File: src/rtl/usb_dma_port_pkg.sv
package usb_dma_port_pkg;

  typedef enum logic [1:0] {
    ACC_BYTE  = 2'd0,
    ACC_HALF  = 2'd1,
    ACC_WORD  = 2'd2,
    ACC_WORDX = 2'd3
  } acc_width_e;

  function automatic logic [2:0] width_bytes(input acc_width_e code);
    case (code)
      ACC_BYTE: return 3'd1;
      ACC_HALF: return 3'd2;
      default:  return 3'd4;
    endcase
  endfunction

endpackage

File: src/rtl/usb_dma_port_cfg.sv
module usb_dma_port_cfg
  import usb_dma_port_pkg::*;
#(
  parameter int PIPE_W = 3
) (
  input  logic              clk,
  input  logic              rst_n,
  input  logic              cfg_wr,
  input  logic [PIPE_W-1:0] cfg_pipe,
  input  logic [1:0]        cfg_width,
  input  logic              cfg_end_en,
  input  logic              cfg_zlp_en,
  input  logic              cfg_autoclr_en,
  input  logic              cfg_rdmode,
  input  logic              xfer_active,
  output logic [PIPE_W-1:0] sel_pipe,
  output acc_width_e        width,
  output logic              end_en,
  output logic              zlp_en,
  output logic              autoclr_en,
  output logic              rdmode
);

  logic [PIPE_W-1:0] pipe_n;
  acc_width_e        width_n;
  logic              end_en_n, zlp_en_n, autoclr_n, rdmode_n;

  always_comb begin
    pipe_n    = sel_pipe;
    width_n   = width;
    end_en_n  = end_en;
    zlp_en_n  = zlp_en;
    autoclr_n = autoclr_en;
    rdmode_n  = rdmode;
    if (cfg_wr) begin
      if (!xfer_active) pipe_n = cfg_pipe;
      width_n   = acc_width_e'(cfg_width);
      end_en_n  = cfg_end_en;
      zlp_en_n  = cfg_zlp_en;
      autoclr_n = cfg_autoclr_en;
      rdmode_n  = cfg_rdmode;
    end
  end

  always_ff @(posedge clk or negedge rst_n) begin
    if (!rst_n) begin
      sel_pipe   <= '0;
      width      <= ACC_BYTE;
      end_en     <= 1'b0;
      zlp_en     <= 1'b0;
      autoclr_en <= 1'b0;
      rdmode     <= 1'b0;
    end else begin
      sel_pipe   <= pipe_n;
      width      <= width_n;
      end_en     <= end_en_n;
      zlp_en     <= zlp_en_n;
      autoclr_en <= autoclr_n;
      rdmode     <= rdmode_n;
    end
  end

  AST_PIPE_HELD: assert property (@(posedge clk) disable iff (!rst_n)
    xfer_active |=> $stable(sel_pipe));

endmodule

File: src/rtl/usb_dma_xfer_count.sv
module usb_dma_xfer_count #(
  parameter int MPS_W = 9,
  parameter int CNT_W = 16
) (
  input  logic             clk,
  input  logic             rst_n,
  input  logic             ack,
  input  logic             end_fire,
  input  logic [2:0]       w_bytes,
  input  logic [MPS_W-1:0] mps,
  input  logic             dir_tx,
  input  logic             zlp_en,
  input  logic             tx_accepted,
  output logic             active,
  output logic [CNT_W-1:0] byte_cnt,
  output logic             commit,
  output logic             zlp_send
);

  localparam int SUM_W = MPS_W + 1;

  logic [MPS_W-1:0] rem_q, rem_n;
  logic [SUM_W-1:0] rem_sum, rem_add;
  logic [CNT_W-1:0] cnt_add, cnt_n;
  logic             act_n, commit_n, pend_q, pend_n, send_n, zlp_hit;

  always_comb begin
    rem_sum = {1'b0, rem_q} + SUM_W'(w_bytes);
    if (!ack)                         rem_add = {1'b0, rem_q};
    else if (rem_sum >= {1'b0, mps})  rem_add = rem_sum - {1'b0, mps};
    else                              rem_add = rem_sum;
    cnt_add = ack ? byte_cnt + CNT_W'(w_bytes) : byte_cnt;
    zlp_hit = end_fire && dir_tx && zlp_en && (cnt_add != '0)
              && (rem_add[MPS_W-1:0] == '0);

    cnt_n = cnt_add;
    rem_n = rem_add[MPS_W-1:0];
    act_n = active | ack;
    if (end_fire) begin
      cnt_n = '0;
      rem_n = '0;
      act_n = 1'b0;
    end
    commit_n = end_fire && dir_tx;

    pend_n = pend_q;
    if (zlp_hit)                    pend_n = 1'b1;
    else if (pend_q && tx_accepted) pend_n = 1'b0;
    send_n = pend_q && tx_accepted;
  end

  always_ff @(posedge clk or negedge rst_n) begin
    if (!rst_n) begin
      rem_q    <= '0;
      byte_cnt <= '0;
      active   <= 1'b0;
      commit   <= 1'b0;
      pend_q   <= 1'b0;
      zlp_send <= 1'b0;
    end else begin
      rem_q    <= rem_n;
      byte_cnt <= cnt_n;
      active   <= act_n;
      commit   <= commit_n;
      pend_q   <= pend_n;
      zlp_send <= send_n;
    end
  end

  AST_COMMIT_SRC: assert property (@(posedge clk) disable iff (!rst_n)
    commit |-> $past(end_fire && dir_tx));
  AST_END_CLEARS: assert property (@(posedge clk) disable iff (!rst_n)
    end_fire |=> (byte_cnt == '0 && !active));
  AST_ZLP_SRC: assert property (@(posedge clk) disable iff (!rst_n)
    zlp_send |-> $past(tx_accepted));
  AST_ACK_ACTIVE: assert property (@(posedge clk) disable iff (!rst_n)
    (ack && !end_fire) |=> active);

endmodule

File: src/rtl/usb_dma_rx_clear.sv
module usb_dma_rx_clear #(
  parameter int LEN_W = 11
) (
  input  logic             clk,
  input  logic             rst_n,
  input  logic             rx_load,
  input  logic [LEN_W-1:0] rx_len,
  input  logic             ack,
  input  logic [2:0]       w_bytes,
  input  logic             dir_tx,
  input  logic             autoclr_en,
  input  logic             rdmode,
  input  logic             rd_done,
  output logic             buf_clear
);

  logic             loaded_q, loaded_n, done_q, done_n, fire;
  logic [LEN_W-1:0] left_q, left_n;

  always_comb begin
    fire = loaded_q && (left_q == '0) && autoclr_en && !dir_tx
           && (!rdmode || done_q);
    loaded_n = loaded_q;
    left_n   = left_q;
    done_n   = done_q;
    if (rx_load) begin
      loaded_n = 1'b1;
      left_n   = rx_len;
      done_n   = 1'b0;
    end else begin
      if (fire) loaded_n = 1'b0;
      if (loaded_q && rd_done) done_n = 1'b1;
      if (loaded_q && ack && !dir_tx)
        left_n = (left_q > LEN_W'(w_bytes)) ? left_q - LEN_W'(w_bytes) : '0;
    end
  end

  always_ff @(posedge clk or negedge rst_n) begin
    if (!rst_n) begin
      loaded_q  <= 1'b0;
      left_q    <= '0;
      done_q    <= 1'b0;
      buf_clear <= 1'b0;
    end else begin
      loaded_q  <= loaded_n;
      left_q    <= left_n;
      done_q    <= done_n;
      buf_clear <= fire;
    end
  end

  AST_CLR_RX_ONLY: assert property (@(posedge clk) disable iff (!rst_n)
    buf_clear |-> $past(!dir_tx && autoclr_en));
  AST_CLR_HANDSHAKE: assert property (@(posedge clk) disable iff (!rst_n)
    (buf_clear && $past(rdmode)) |-> $past(done_q));
  AST_CLR_SINGLE: assert property (@(posedge clk) disable iff (!rst_n)
    (buf_clear && !$past(rx_load)) |-> !loaded_q);

endmodule

File: src/rtl/usb_dma_port_ctrl.sv
module usb_dma_port_ctrl
  import usb_dma_port_pkg::*;
#(
  parameter int NPIPE  = 8,
  parameter int MPS_W  = 9,
  parameter int CNT_W  = 16,
  parameter int LEN_W  = 11,
  localparam int PIPE_W = $clog2(NPIPE)
) (
  input  logic                   clk,
  input  logic                   rst_n,
  input  logic                   cfg_wr,
  input  logic [PIPE_W-1:0]      cfg_pipe,
  input  logic [1:0]             cfg_width,
  input  logic                   cfg_end_en,
  input  logic                   cfg_zlp_en,
  input  logic                   cfg_autoclr_en,
  input  logic                   cfg_rdmode,
  input  logic [NPIPE-1:0]       pipe_is_tx,
  input  logic [NPIPE*MPS_W-1:0] pipe_mps,
  input  logic [NPIPE-1:0]       buf_ready,
  input  logic                   dma_ack,
  input  logic                   dma_end,
  output logic                   dma_req,
  input  logic                   tx_accepted,
  input  logic                   rx_load,
  input  logic [LEN_W-1:0]       rx_len,
  input  logic                   rd_done,
  output logic [PIPE_W-1:0]      sel_pipe,
  output logic                   xfer_active,
  output logic [CNT_W-1:0]       byte_cnt,
  output logic                   buf_commit,
  output logic                   zlp_send,
  output logic                   buf_clear
);

  logic [1:0] rst_sync;
  logic       rst_n_s;

  always_ff @(posedge clk or negedge rst_n) begin
    if (!rst_n) rst_sync <= 2'b00;
    else        rst_sync <= {rst_sync[0], 1'b1};
  end
  assign rst_n_s = rst_sync[1];

  acc_width_e       width;
  logic             end_en, zlp_en, autoclr_en, rdmode;
  logic [2:0]       w_bytes;
  logic [MPS_W-1:0] mps_sel;
  logic             dir_tx, end_fire;

  usb_dma_port_cfg #(.PIPE_W(PIPE_W)) u_cfg (
    .clk(clk), .rst_n(rst_n_s), .cfg_wr(cfg_wr), .cfg_pipe(cfg_pipe),
    .cfg_width(cfg_width), .cfg_end_en(cfg_end_en), .cfg_zlp_en(cfg_zlp_en),
    .cfg_autoclr_en(cfg_autoclr_en), .cfg_rdmode(cfg_rdmode),
    .xfer_active(xfer_active), .sel_pipe(sel_pipe), .width(width),
    .end_en(end_en), .zlp_en(zlp_en), .autoclr_en(autoclr_en), .rdmode(rdmode)
  );

  always_comb begin
    w_bytes  = width_bytes(width);
    mps_sel  = pipe_mps[sel_pipe*MPS_W +: MPS_W];
    dir_tx   = pipe_is_tx[sel_pipe];
    end_fire = end_en && dma_end;
    dma_req  = (sel_pipe != '0) && buf_ready[sel_pipe];
  end

  usb_dma_xfer_count #(.MPS_W(MPS_W), .CNT_W(CNT_W)) u_cnt (
    .clk(clk), .rst_n(rst_n_s), .ack(dma_ack), .end_fire(end_fire),
    .w_bytes(w_bytes), .mps(mps_sel), .dir_tx(dir_tx), .zlp_en(zlp_en),
    .tx_accepted(tx_accepted), .active(xfer_active), .byte_cnt(byte_cnt),
    .commit(buf_commit), .zlp_send(zlp_send)
  );

  usb_dma_rx_clear #(.LEN_W(LEN_W)) u_rx (
    .clk(clk), .rst_n(rst_n_s), .rx_load(rx_load), .rx_len(rx_len),
    .ack(dma_ack), .w_bytes(w_bytes), .dir_tx(dir_tx),
    .autoclr_en(autoclr_en), .rdmode(rdmode), .rd_done(rd_done),
    .buf_clear(buf_clear)
  );

  AST_NO_REQ_PIPE0: assert property (@(posedge clk) disable iff (!rst_n_s)
    (sel_pipe == '0) |-> !dma_req);
  AST_ENDOFF_HOLD: assert property (@(posedge clk) disable iff (!rst_n_s)
    (!end_en && !dma_ack && !cfg_wr) |=> ($stable(byte_cnt) && !buf_commit));

endmodule

File: config.mk
export PLATFORM = sky130hd
export DESIGN_NAME = usb_dma_port_ctrl
export DESIGN_NICKNAME = d
export VERILOG_FILES = /design/src/rtl/usb_dma_port_pkg.sv /design/src/rtl/usb_dma_port_cfg.sv /design/src/rtl/usb_dma_xfer_count.sv /design/src/rtl/usb_dma_rx_clear.sv /design/src/rtl/usb_dma_port_ctrl.sv
export SDC_FILE = /design/constraint.sdc
export NUM_CORES = 1
export LEC_CHECK = 0
export CAP_MARGIN = 40
export CORE_MARGIN = 2
export CORE_UTILIZATION = 47
export CTS_CLUSTER_DIAMETER = 120
export CTS_CLUSTER_SIZE = 12
export DETAILED_ROUTE_END_ITERATION = 10
export PLACE_DENSITY = 0.82
export SETUP_SLACK_MARGIN = 0.5
export SYNTH_ARGS = -nofsm -noshare
export SYNTH_HDL_FRONTEND = slang
export SYNTH_SLANG_ARGS = --single-unit
File: constraint.sdc
create_clock -name clk -period 2.8 [get_ports clk]
set_clock_uncertainty 0.15 [all_clocks]
set_input_delay 0.56 -clock clk [delete_from_list [all_inputs] [get_ports clk]]
set_output_delay 0.56 -clock clk [all_outputs]
set_load 0.05 [all_outputs]
==> impl_metrics.prom, run 1 <==
# TYPE chip_impl_metric gauge
chip_impl_metric{name="clock.fmax",unit="MHz"} 243
chip_impl_metric{name="arrival",unit="ps"} 4200
chip_impl_metric{name="internal_power",unit="mW"} 3.56
chip_impl_metric{name="yosysWarningCount",unit=""} 0
chip_impl_metric{name="cp.required",unit="ps"} 2880
chip_impl_metric{name="timing.critical_path.fanout_max",unit=""} 4
chip_impl_info{name="yosys.area.top_type",value="dfrtp_1"} 1
chip_impl_metric{name="flow.area_growth_from_synthesis",unit="%"} 81.6
chip_impl_metric{name="final.period_utilization",unit=""} 1.47
chip_impl_metric{name="drc_errors",unit=""} 0
chip_impl_metric{name="coreArea",unit="sq um"} 8720
chip_impl_info{name="grt_setup_unrepaired",value="yes"} 1
chip_impl_metric{name="totalNegativeSetupSlack",unit="ps"} -20770
chip_impl_metric{name="placementRows",unit=""} 34
chip_impl_metric{name="power.combinational.fraction",unit=""} 0.739
chip_impl_metric{name="final_net_count",unit=""} 828
chip_impl_metric{name="setup_viol",unit=""} 34
chip_impl_info{name="synth_top_cells_by_area",value="dfrtp_1 32%, mux4_2 11%, ha_1 5.3%, nor2_1 3.9%, mux2i_1 3.8%"} 1
chip_impl_metric{name="final_ws_setup",unit="ps"} -1320
chip_impl_metric{name="layoutNonFillerInstCount",unit=""} 802
chip_impl_metric{name="time_the_final_worst_path_needs_with_i_o_delays_and_setup",unit="ps"} 4120
chip_impl_metric{name="dp_hpwl",unit="microns"} 10700
chip_impl_metric{name="report.power.total",unit="mW"} 6.62
chip_impl_metric{name="cts.sink_count",unit=""} 54
chip_impl_info{name="clock_tree.root_cell",value="clkbuf_8"} 1
chip_impl_metric{name="area_of_the_mapped_netlist",unit="sq um"} 4230
chip_impl_metric{name="numCtsBuffers",unit=""} 5
chip_impl_metric{name="final-seq-area",unit="sq um"} 1360
chip_impl_metric{name="gp_congestion",unit=""} 0.886
chip_impl_metric{name="synth_seq_cells",unit=""} 54
chip_impl_metric{name="first_global_vias",unit=""} 5293
chip_impl_metric{name="total_power_density_per_cell_area",unit="nW/um^2"} 862
chip_impl_metric{name="grt_start_max_net_pins",unit=""} 30
chip_impl_metric{name="power_switching_share",unit=""} 0.462
chip_impl_metric{name="seq_area_frac_synth",unit=""} 0.320
chip_impl_metric{name="routed_wirelength",unit="microns"} 21800
chip_impl_info{name="violated_checks",value="negative setup slack"} 1
chip_impl_metric{name="leak",unit="nW"} 3.35
chip_impl_info{name="critical_path.startpoint_type",value="flop"} 1
chip_impl_metric{name="h_tree_levels",unit=""} 2
chip_impl_metric{name="hold_viol",unit=""} 0
chip_impl_metric{name="clk-insertion-delay-late",unit="ps"} 320
chip_impl_metric{name="count_of_pins_over_their_slew_limit",unit=""} 0
chip_impl_metric{name="layout-drive-gt1-share",unit=""} 0.411
chip_impl_metric{name="antenna_found_initial",unit=""} 0
chip_impl_metric{name="filler_cell_count",unit=""} 316
chip_impl_metric{name="postSynthCellCount",unit=""} 442
chip_impl_info{name="synth_most_common_cell",value="dfrtp_1"} 1
chip_impl_metric{name="floorplan.die.height",unit="microns"} 98.8
chip_impl_info{name="crit_type",value="reg -> reg"} 1
chip_impl_metric{name="gr-usage-all-layers",unit=""} 0.362
chip_impl_metric{name="clockBufferDepth",unit=""} 2
chip_impl_metric{name="antenna_left",unit=""} 0
chip_impl_metric{name="chipWidth",unit="microns"} 98.8
chip_impl_metric{name="synthDominantCellAreaShare",unit=""} 0.320
chip_impl_metric{name="port_buffers",unit=""} 138
chip_impl_metric{name="asyncSetResetFlopFracSynth",unit=""} 1.00
chip_impl_metric{name="slew_headroom",unit=""} 0.570
chip_impl_metric{name="net_count_after_synthesis",unit=""} 577
chip_impl_metric{name="grt_first_pass_wirelength",unit="microns"} 27700
chip_impl_metric{name="max-cap-violations",unit=""} 0
chip_impl_info{name="ys_dominant_reg_cell",value="dfrtp_1"} 1
chip_impl_metric{name="die_area",unit="sq um"} 9770
chip_impl_metric{name="area_of_the_multi_input_gates",unit="sq um"} 3470
chip_impl_metric{name="dpl.cell_count",unit=""} 748
chip_impl_metric{name="synthesis.area_per_instance",unit="sq um"} 9.56
chip_impl_metric{name="vdd_ir_drop_max",unit="mV"} 0.562
chip_impl_metric{name="route.vias.total",unit=""} 5444
chip_impl_metric{name="antenna-diode-count",unit=""} 0
chip_impl_metric{name="avgViaCountPerCell",unit=""} 6.79
chip_impl_metric{name="dr.first_iter.drc_count",unit=""} 558
chip_impl_metric{name="synthDistinctLibCells",unit=""} 70
chip_impl_metric{name="sequentialPowerShare",unit=""} 0.176
chip_impl_metric{name="worst_pin_slew",unit="ps"} 644
chip_impl_info{name="hold_path.class",value="reg -> async"} 1
chip_impl_metric{name="power_switching",unit="mW"} 3.06
chip_impl_metric{name="dr.pass1.iters",unit=""} 6
chip_impl_info{name="synthTopCellsByCount",value="54 x dfrtp_1, 44 x nor2_1, 39 x nand2_1"} 1
chip_impl_info{name="clock_tree_from_tritoncts",value="yes"} 1
chip_impl_metric{name="design.portCount",unit=""} 140
chip_impl_metric{name="clock_power_share",unit=""} 0.085
chip_impl_metric{name="detail_route.wl_per_cell",unit="microns"} 27.2
chip_impl_metric{name="number_of_synthesized_flops_with_an_enable_pin",unit=""} 0
chip_impl_info{name="status",value="complete, but fails checks"} 1
chip_impl_metric{name="global_route.overflow_total",unit=""} 0
chip_impl_metric{name="initial_core_util",unit=""} 0.485
chip_impl_metric{name="clk_pin_slew",unit="ps"} 100
chip_impl_info{name="critPathCaptureType",value="flop"} 1
==> power groups by stage <==
stage          clock, mW  combinational, mW  sequential, mW
2_1_floorplan          0               2.00            1.22
3_3_place_gp           0               3.25            1.10
3_5_place_dp           0               3.39            1.11
4_1_cts            0.548               3.94            1.10
5_1_grt            0.599               5.04            1.17
6_report           0.561               4.89            1.16
==> layout by cell type, fill, tap and decap left out, types with 4 or more instances in the layout <==
cell / instances
and3_1: 6
nand2_1: 37
xnor2_2: 7
o21ai_2: 6
nor2_1: 30
buf_12: 4
dfrtp_1: 49
ha_1: 8
o21ai_1: 8
xnor2_1: 9
mux4_2: 21
xor2_1: 6
nand4_1: 8
or3_1: 6
a21oi_2: 6
nand2b_4: 5
a21oi_1: 11
dfrtp_2: 5
ha_4: 8
nor4_1: 4
a21oi_4: 4
nor2b_1: 7
nand3_1: 4
nor3_1: 6
dlygate4sd2_1: 14
buf_4: 81
buf_6: 41
mux2i_1: 15
clkdlybuf4s50_1: 117
dlymetal6s2s_1: 5
mux2_2: 9
o21ai_0: 11
nor2_2: 8
inv_1: 12
clkbuf_8: 6
nor2_4: 7
==> state kept, by name, indices dropped and copies added (netlist names) <==
name,cells
u_cnt.commit,1
u_rx.loaded_q,1
u_cfg.autoclr_en,1
u_cfg.zlp_en,1
u_rx.buf_clear,1
u_rx.done_q,1
u_cfg.sel_pipe,3
u_rx.left_q,11
u_cfg.width,2
u_cnt.zlp_send,1
u_cfg.rdmode,1
rst_sync,2
u_cnt.rem_q,9
u_cnt.active,1
u_cfg.end_en,1
u_cnt.pend_q,1
u_cnt.byte_cnt,16
==> logic make-up after synthesis <==
logic type,Yosys count,synth area share
DFF,54,0.320
other,1,0.000887
buffers and inverters,34,0.0332
adders and majority gates,21,0.0628
and+or+nand+nor,167,0.204
muxes,47,0.176
xor gates and xnor gates,26,0.0539
AOI/OAI and AO/OA,92,0.149
==> critical path: stages (launching register included) <==
cell and delay [ps]:
dfrtp_2 460, buf_6 140, ha_4 270, a31oi_4 230, o31ai_4 120, and3_4 170, buf_4 150, xor2_1 150
ha_1 360, buf_4 160, nand4_1 150, a211oi_2 210, buf_4 160, o21ai_2 50, a32oi_2 200, a221oi_2 120
a2111oi_2 400, nand4_1 150, o32ai_1 250
==> metrics by stage <==
step	hold slack [ps]	worst slack [ps]	instance area, sq um	utilization
floorplan	114	-1120	4380	-
global placement	158	-1440	6410	0.735
detailed placement	161	-1620	6410	0.735
CTS	168	-1080	7250	0.832
global route	201	-1520	7680	0.880
finish	151	-1320	7680	0.880
==> cell type report <==
cell class                 count  area share
clock inverter                 1     0.00391
timing repair buffer         264       0.331
sequential                    54       0.177
inverter                      14     0.00717
tap                          108      0.0176
clock buffer                   7      0.0112
multi-input combinational    354       0.453
==> worst paths after layout <==
kind / start / to / slack [ps] / cells after the start
max in group asynchronous: rst_sync[1] / u_cnt.byte_cnt[4] / 1690 / 1
hold / removal: rst_sync[1] / u_cnt.byte_cnt[5] / 150 / 0
setup reg to reg: u_cfg.width[1] / u_cnt.pend_q / -1320 / 18
min in group clk: rst_sync[0] / rst_sync[1] / 220 / 0
setup / recovery: u_cfg.width[1] / u_cnt.pend_q / -1320 / 18
hold reg to reg: rst_sync[1] / u_cnt.byte_cnt[5] / 150 / 0
==> repair_timing <==
item                       4_1_cts  5_1_grt
setup endpoints to repair       44       46
resized for setup              117       78
pin swaps                       34       12
hold buffers                     0        0
gates cloned                     1        0
setup buffers                   32       13
==> per-layer routing <==
layer  part of all wire  GRT usage
met1               0.34      0.440
met2               0.48      0.630
met4              0.092      0.166
met5                  0          0
met3              0.092     0.0546
Power figures use the tool's default switching activity.
==> run 2: changes to the inputs <==
- SLEW_MARGIN: not set -> 5
==> results of run 2 <==
No change in the layout: final DEF, timing and power equal those of run 1.
==> run 3: changes to the inputs <==
- PLACE_DENSITY: 0.82 -> 0.81
- SLEW_MARGIN: 5 -> 25
- TNS_END_PERCENT: not set -> 30
==> impl_metrics.prom, run 3 (synthesis results as in run 1) <==
# TYPE chip_impl_metric gauge
chip_impl_info{name="status",value="complete, but fails checks"} 1
chip_impl_info{name="violated_checks",value="negative setup slack"} 1
chip_impl_info{name="critical_path.startpoint_type",value="flop"} 1
chip_impl_info{name="clock_tree_from_tritoncts",value="yes"} 1
chip_impl_info{name="leading_registers_by_flop_count",value="u_cnt.byte_cnt (16), u_rx.left_q (11), u_cnt.rem_q (9)"} 1
chip_impl_metric{name="vdd_ir_drop_max",unit="mV"} 0.492
chip_impl_metric{name="slew_headroom",unit=""} 0.529
chip_impl_metric{name="routed_wirelength",unit="microns"} 15400
chip_impl_metric{name="hold_viol",unit=""} 0
chip_impl_info{name="critPathCaptureType",value="flop"} 1
chip_impl_info{name="clock_tree.root_cell",value="clkbuf_8"} 1
chip_impl_metric{name="report.power.total",unit="mW"} 5.97
chip_impl_metric{name="numCtsBuffers",unit=""} 5
chip_impl_metric{name="antenna_left",unit=""} 0
chip_impl_metric{name="die_area",unit="sq um"} 9770
chip_impl_metric{name="clockBufferDepth",unit=""} 2
chip_impl_metric{name="initial_core_util",unit=""} 0.485
chip_impl_metric{name="arrival",unit="ps"} 4230
chip_impl_metric{name="leak",unit="nW"} 3.10
chip_impl_metric{name="final_ws_setup",unit="ps"} -1370
chip_impl_metric{name="clk-insertion-delay-late",unit="ps"} 310
chip_impl_metric{name="floorplan.die.height",unit="microns"} 98.8
chip_impl_metric{name="total_power_density_per_cell_area",unit="nW/um^2"} 832
chip_impl_metric{name="clk_pin_slew",unit="ps"} 100
chip_impl_metric{name="count_of_pins_over_their_slew_limit",unit=""} 0
chip_impl_metric{name="cp.required",unit="ps"} 2860
chip_impl_metric{name="utilization",unit=""} 0.823
chip_impl_metric{name="dr.first_iter.drc_count",unit=""} 277
chip_impl_metric{name="dpl_worst_slack",unit="ps"} -1670
chip_impl_metric{name="avgViaCountPerCell",unit=""} 5.94
chip_impl_info{name="worstSetupStartpoint",value="u_cfg.width[1]"} 1
chip_impl_metric{name="port_buffers",unit=""} 138
chip_impl_metric{name="reg2regPathDepth",unit=""} 19
chip_impl_metric{name="layoutNonFillerInstCount",unit=""} 778
chip_impl_metric{name="cts.sink_count",unit=""} 54
chip_impl_info{name="top_register",value="u_cnt.byte_cnt"} 1
chip_impl_metric{name="first_global_vias",unit=""} 4901
chip_impl_metric{name="final.period_utilization",unit=""} 1.49
chip_impl_metric{name="detail_route.wl_per_cell",unit="microns"} 19.9
chip_impl_metric{name="placementRows",unit=""} 34
chip_impl_info{name="crit_type",value="reg -> reg"} 1
chip_impl_metric{name="gp_congestion",unit=""} 0.876
chip_impl_metric{name="chipWidth",unit="microns"} 98.8
chip_impl_metric{name="grt_first_pass_wirelength",unit="microns"} 23800
chip_impl_info{name="cpMaxStageDelayCell",value="dfrtp_2"} 1
chip_impl_info{name="regToRegStartpoint",value="u_cfg.width[1]"} 1
chip_impl_metric{name="h_tree_levels",unit=""} 2
chip_impl_metric{name="flow.area_growth_from_synthesis",unit="%"} 69.9
chip_impl_info{name="critical_path.endpoint",value="u_cnt.pend_q"} 1
chip_impl_metric{name="totalNegativeSetupSlack",unit="ps"} -8650
chip_impl_metric{name="gr-usage-all-layers",unit=""} 0.299
chip_impl_info{name="crit_top_cell",value="buf_4"} 1
chip_impl_metric{name="route.vias.total",unit=""} 4621
chip_impl_metric{name="antenna_found_initial",unit=""} 0
chip_impl_info{name="final_cell_mix",value="123 x clkdlybuf4s50_1, 86 x buf_4, 48 x dfrtp_1, 40 x nor2_1, 34 x nand2_1"} 1
chip_impl_metric{name="clock.fmax",unit="MHz"} 240
chip_impl_metric{name="wl_met1",unit="microns"} 6100
chip_impl_metric{name="antenna-diode-count",unit=""} 0
chip_impl_metric{name="layout-drive-gt1-share",unit=""} 0.364
chip_impl_info{name="routed.top_layer",value="met4"} 1
chip_impl_info{name="crit_chain",value="nand2b_4, xnor2_2, ha_2, and2_4, a311oi_2, buf_4, nand2b_4, xnor2_4, ha_4, buf_4, nand4_1, a211oi_1, o21ai_1, a32oi_2, a221oi_2, a2111oi_2, buf_4, nand4_1, o32ai_1"} 1
chip_impl_metric{name="detailroute.wirelength.met3",unit="microns"} 848
chip_impl_metric{name="time_the_final_worst_path_needs_with_i_o_delays_and_setup",unit="ps"} 4170
chip_impl_metric{name="critical_path_buf_inv_count",unit=""} 3
chip_impl_metric{name="worstSetupPathDepth",unit=""} 19
chip_impl_metric{name="timing.critical_path.fanout_max",unit=""} 4
chip_impl_metric{name="detailroute.wirelength.met2",unit="microns"} 8110
chip_impl_metric{name="setup_viol",unit=""} 10
chip_impl_metric{name="drc_errors",unit=""} 0
chip_impl_metric{name="global_route.overflow_total",unit=""} 0
chip_impl_info{name="crit-reg2reg-capture",value="u_cnt.pend_q"} 1
chip_impl_info{name="final_common_cell",value="clkdlybuf4s50_1"} 1
chip_impl_metric{name="regToRegSetupSlack",unit="ps"} -1370
chip_impl_metric{name="final_net_count",unit=""} 804
chip_impl_metric{name="grt_start_max_net_pins",unit=""} 31
chip_impl_info{name="hold_path.class",value="reg -> async"} 1
chip_impl_metric{name="worst_pin_slew",unit="ps"} 706
chip_impl_metric{name="design.portCount",unit=""} 140
chip_impl_metric{name="largest_register_ffs",unit=""} 16
chip_impl_metric{name="cts-hold-fix-buffers",unit=""} 0
chip_impl_metric{name="worst_path_largest_cell_delay",unit="ps"} 460
chip_impl_info{name="critPathTopFamily",value="compound AO/OA/AOI/OAI gates"} 1
chip_impl_info{name="grt_setup_unrepaired",value="yes"} 1
chip_impl_metric{name="dpl.cell_count",unit=""} 761
chip_impl_metric{name="max-cap-violations",unit=""} 0
chip_impl_metric{name="dr.pass1.iters",unit=""} 5
chip_impl_metric{name="dp_hpwl",unit="microns"} 10900
chip_impl_metric{name="coreArea",unit="sq um"} 8720
==> run 3: worst min path at each step <==
| stage | slack (ps) | end | startpoint | cells past startpoint |
|---|---|---|---|---|
| 6_report | 170 | u_cnt.byte_cnt[7] | rst_sync[1] | 0 |
| 5_1_grt | 230 | u_cnt.byte_cnt[6] | rst_sync[1] | 0 |
| 4_1_cts | 180 | u_cnt.byte_cnt[6] | rst_sync[1] | 0 |
| 3_5_place_dp | 180 | u_cnt.byte_cnt[8] | rst_sync[1] | 0 |
| 3_3_place_gp | 170 | u_cnt.byte_cnt[6] | rst_sync[1] | 0 |
| 2_1_floorplan | 110 | rst_sync[0] | rst_n | 0 |
==> run 3: routing by layer <==
| metal | vias up | global-route usage |
|---|---|---|
| li1 | 2097 | - |
| met1 | 2260 | 0.393 |
| met2 | 218 | 0.521 |
| met3 | 46 | 0.0404 |
| met4 | 0 | 0.0801 |
| met5 | - | 0 |
==> run 3: what timing repair did <==
| item | CTS | global route |
|---|---|---|
| pin swaps | 37 | 29 |
| setup endpoints to repair | 41 | 36 |
| resized for setup | 80 | 62 |
| setup buffers | 4 | 5 |
==> run 3: power by group <==
part / internal, mW / switching (mW)
clock: 0.177 / 0.256
combinational: 2.22 / 2.19
sequential: 0.921 / 0.209
==> run 3: metrics by stage <==
step	hold WS, ps	instance area, sq um
floorplan	114	4320
global placement	169	6440
detailed placement	181	6440
CTS	184	6830
global route	229	7180
finish	168	7180
==> run 3: final cells by class <==
class	instances	area, sq um
Multi-Input combinational cell	354	3340
Timing Repair Buffer	240	2210
Fill cell	457	1540
Sequential cell	54	1360
Tap cell	108	135
Clock buffer	6	72.6
Inverter	14	52.6
Clock inverter	2	13.8
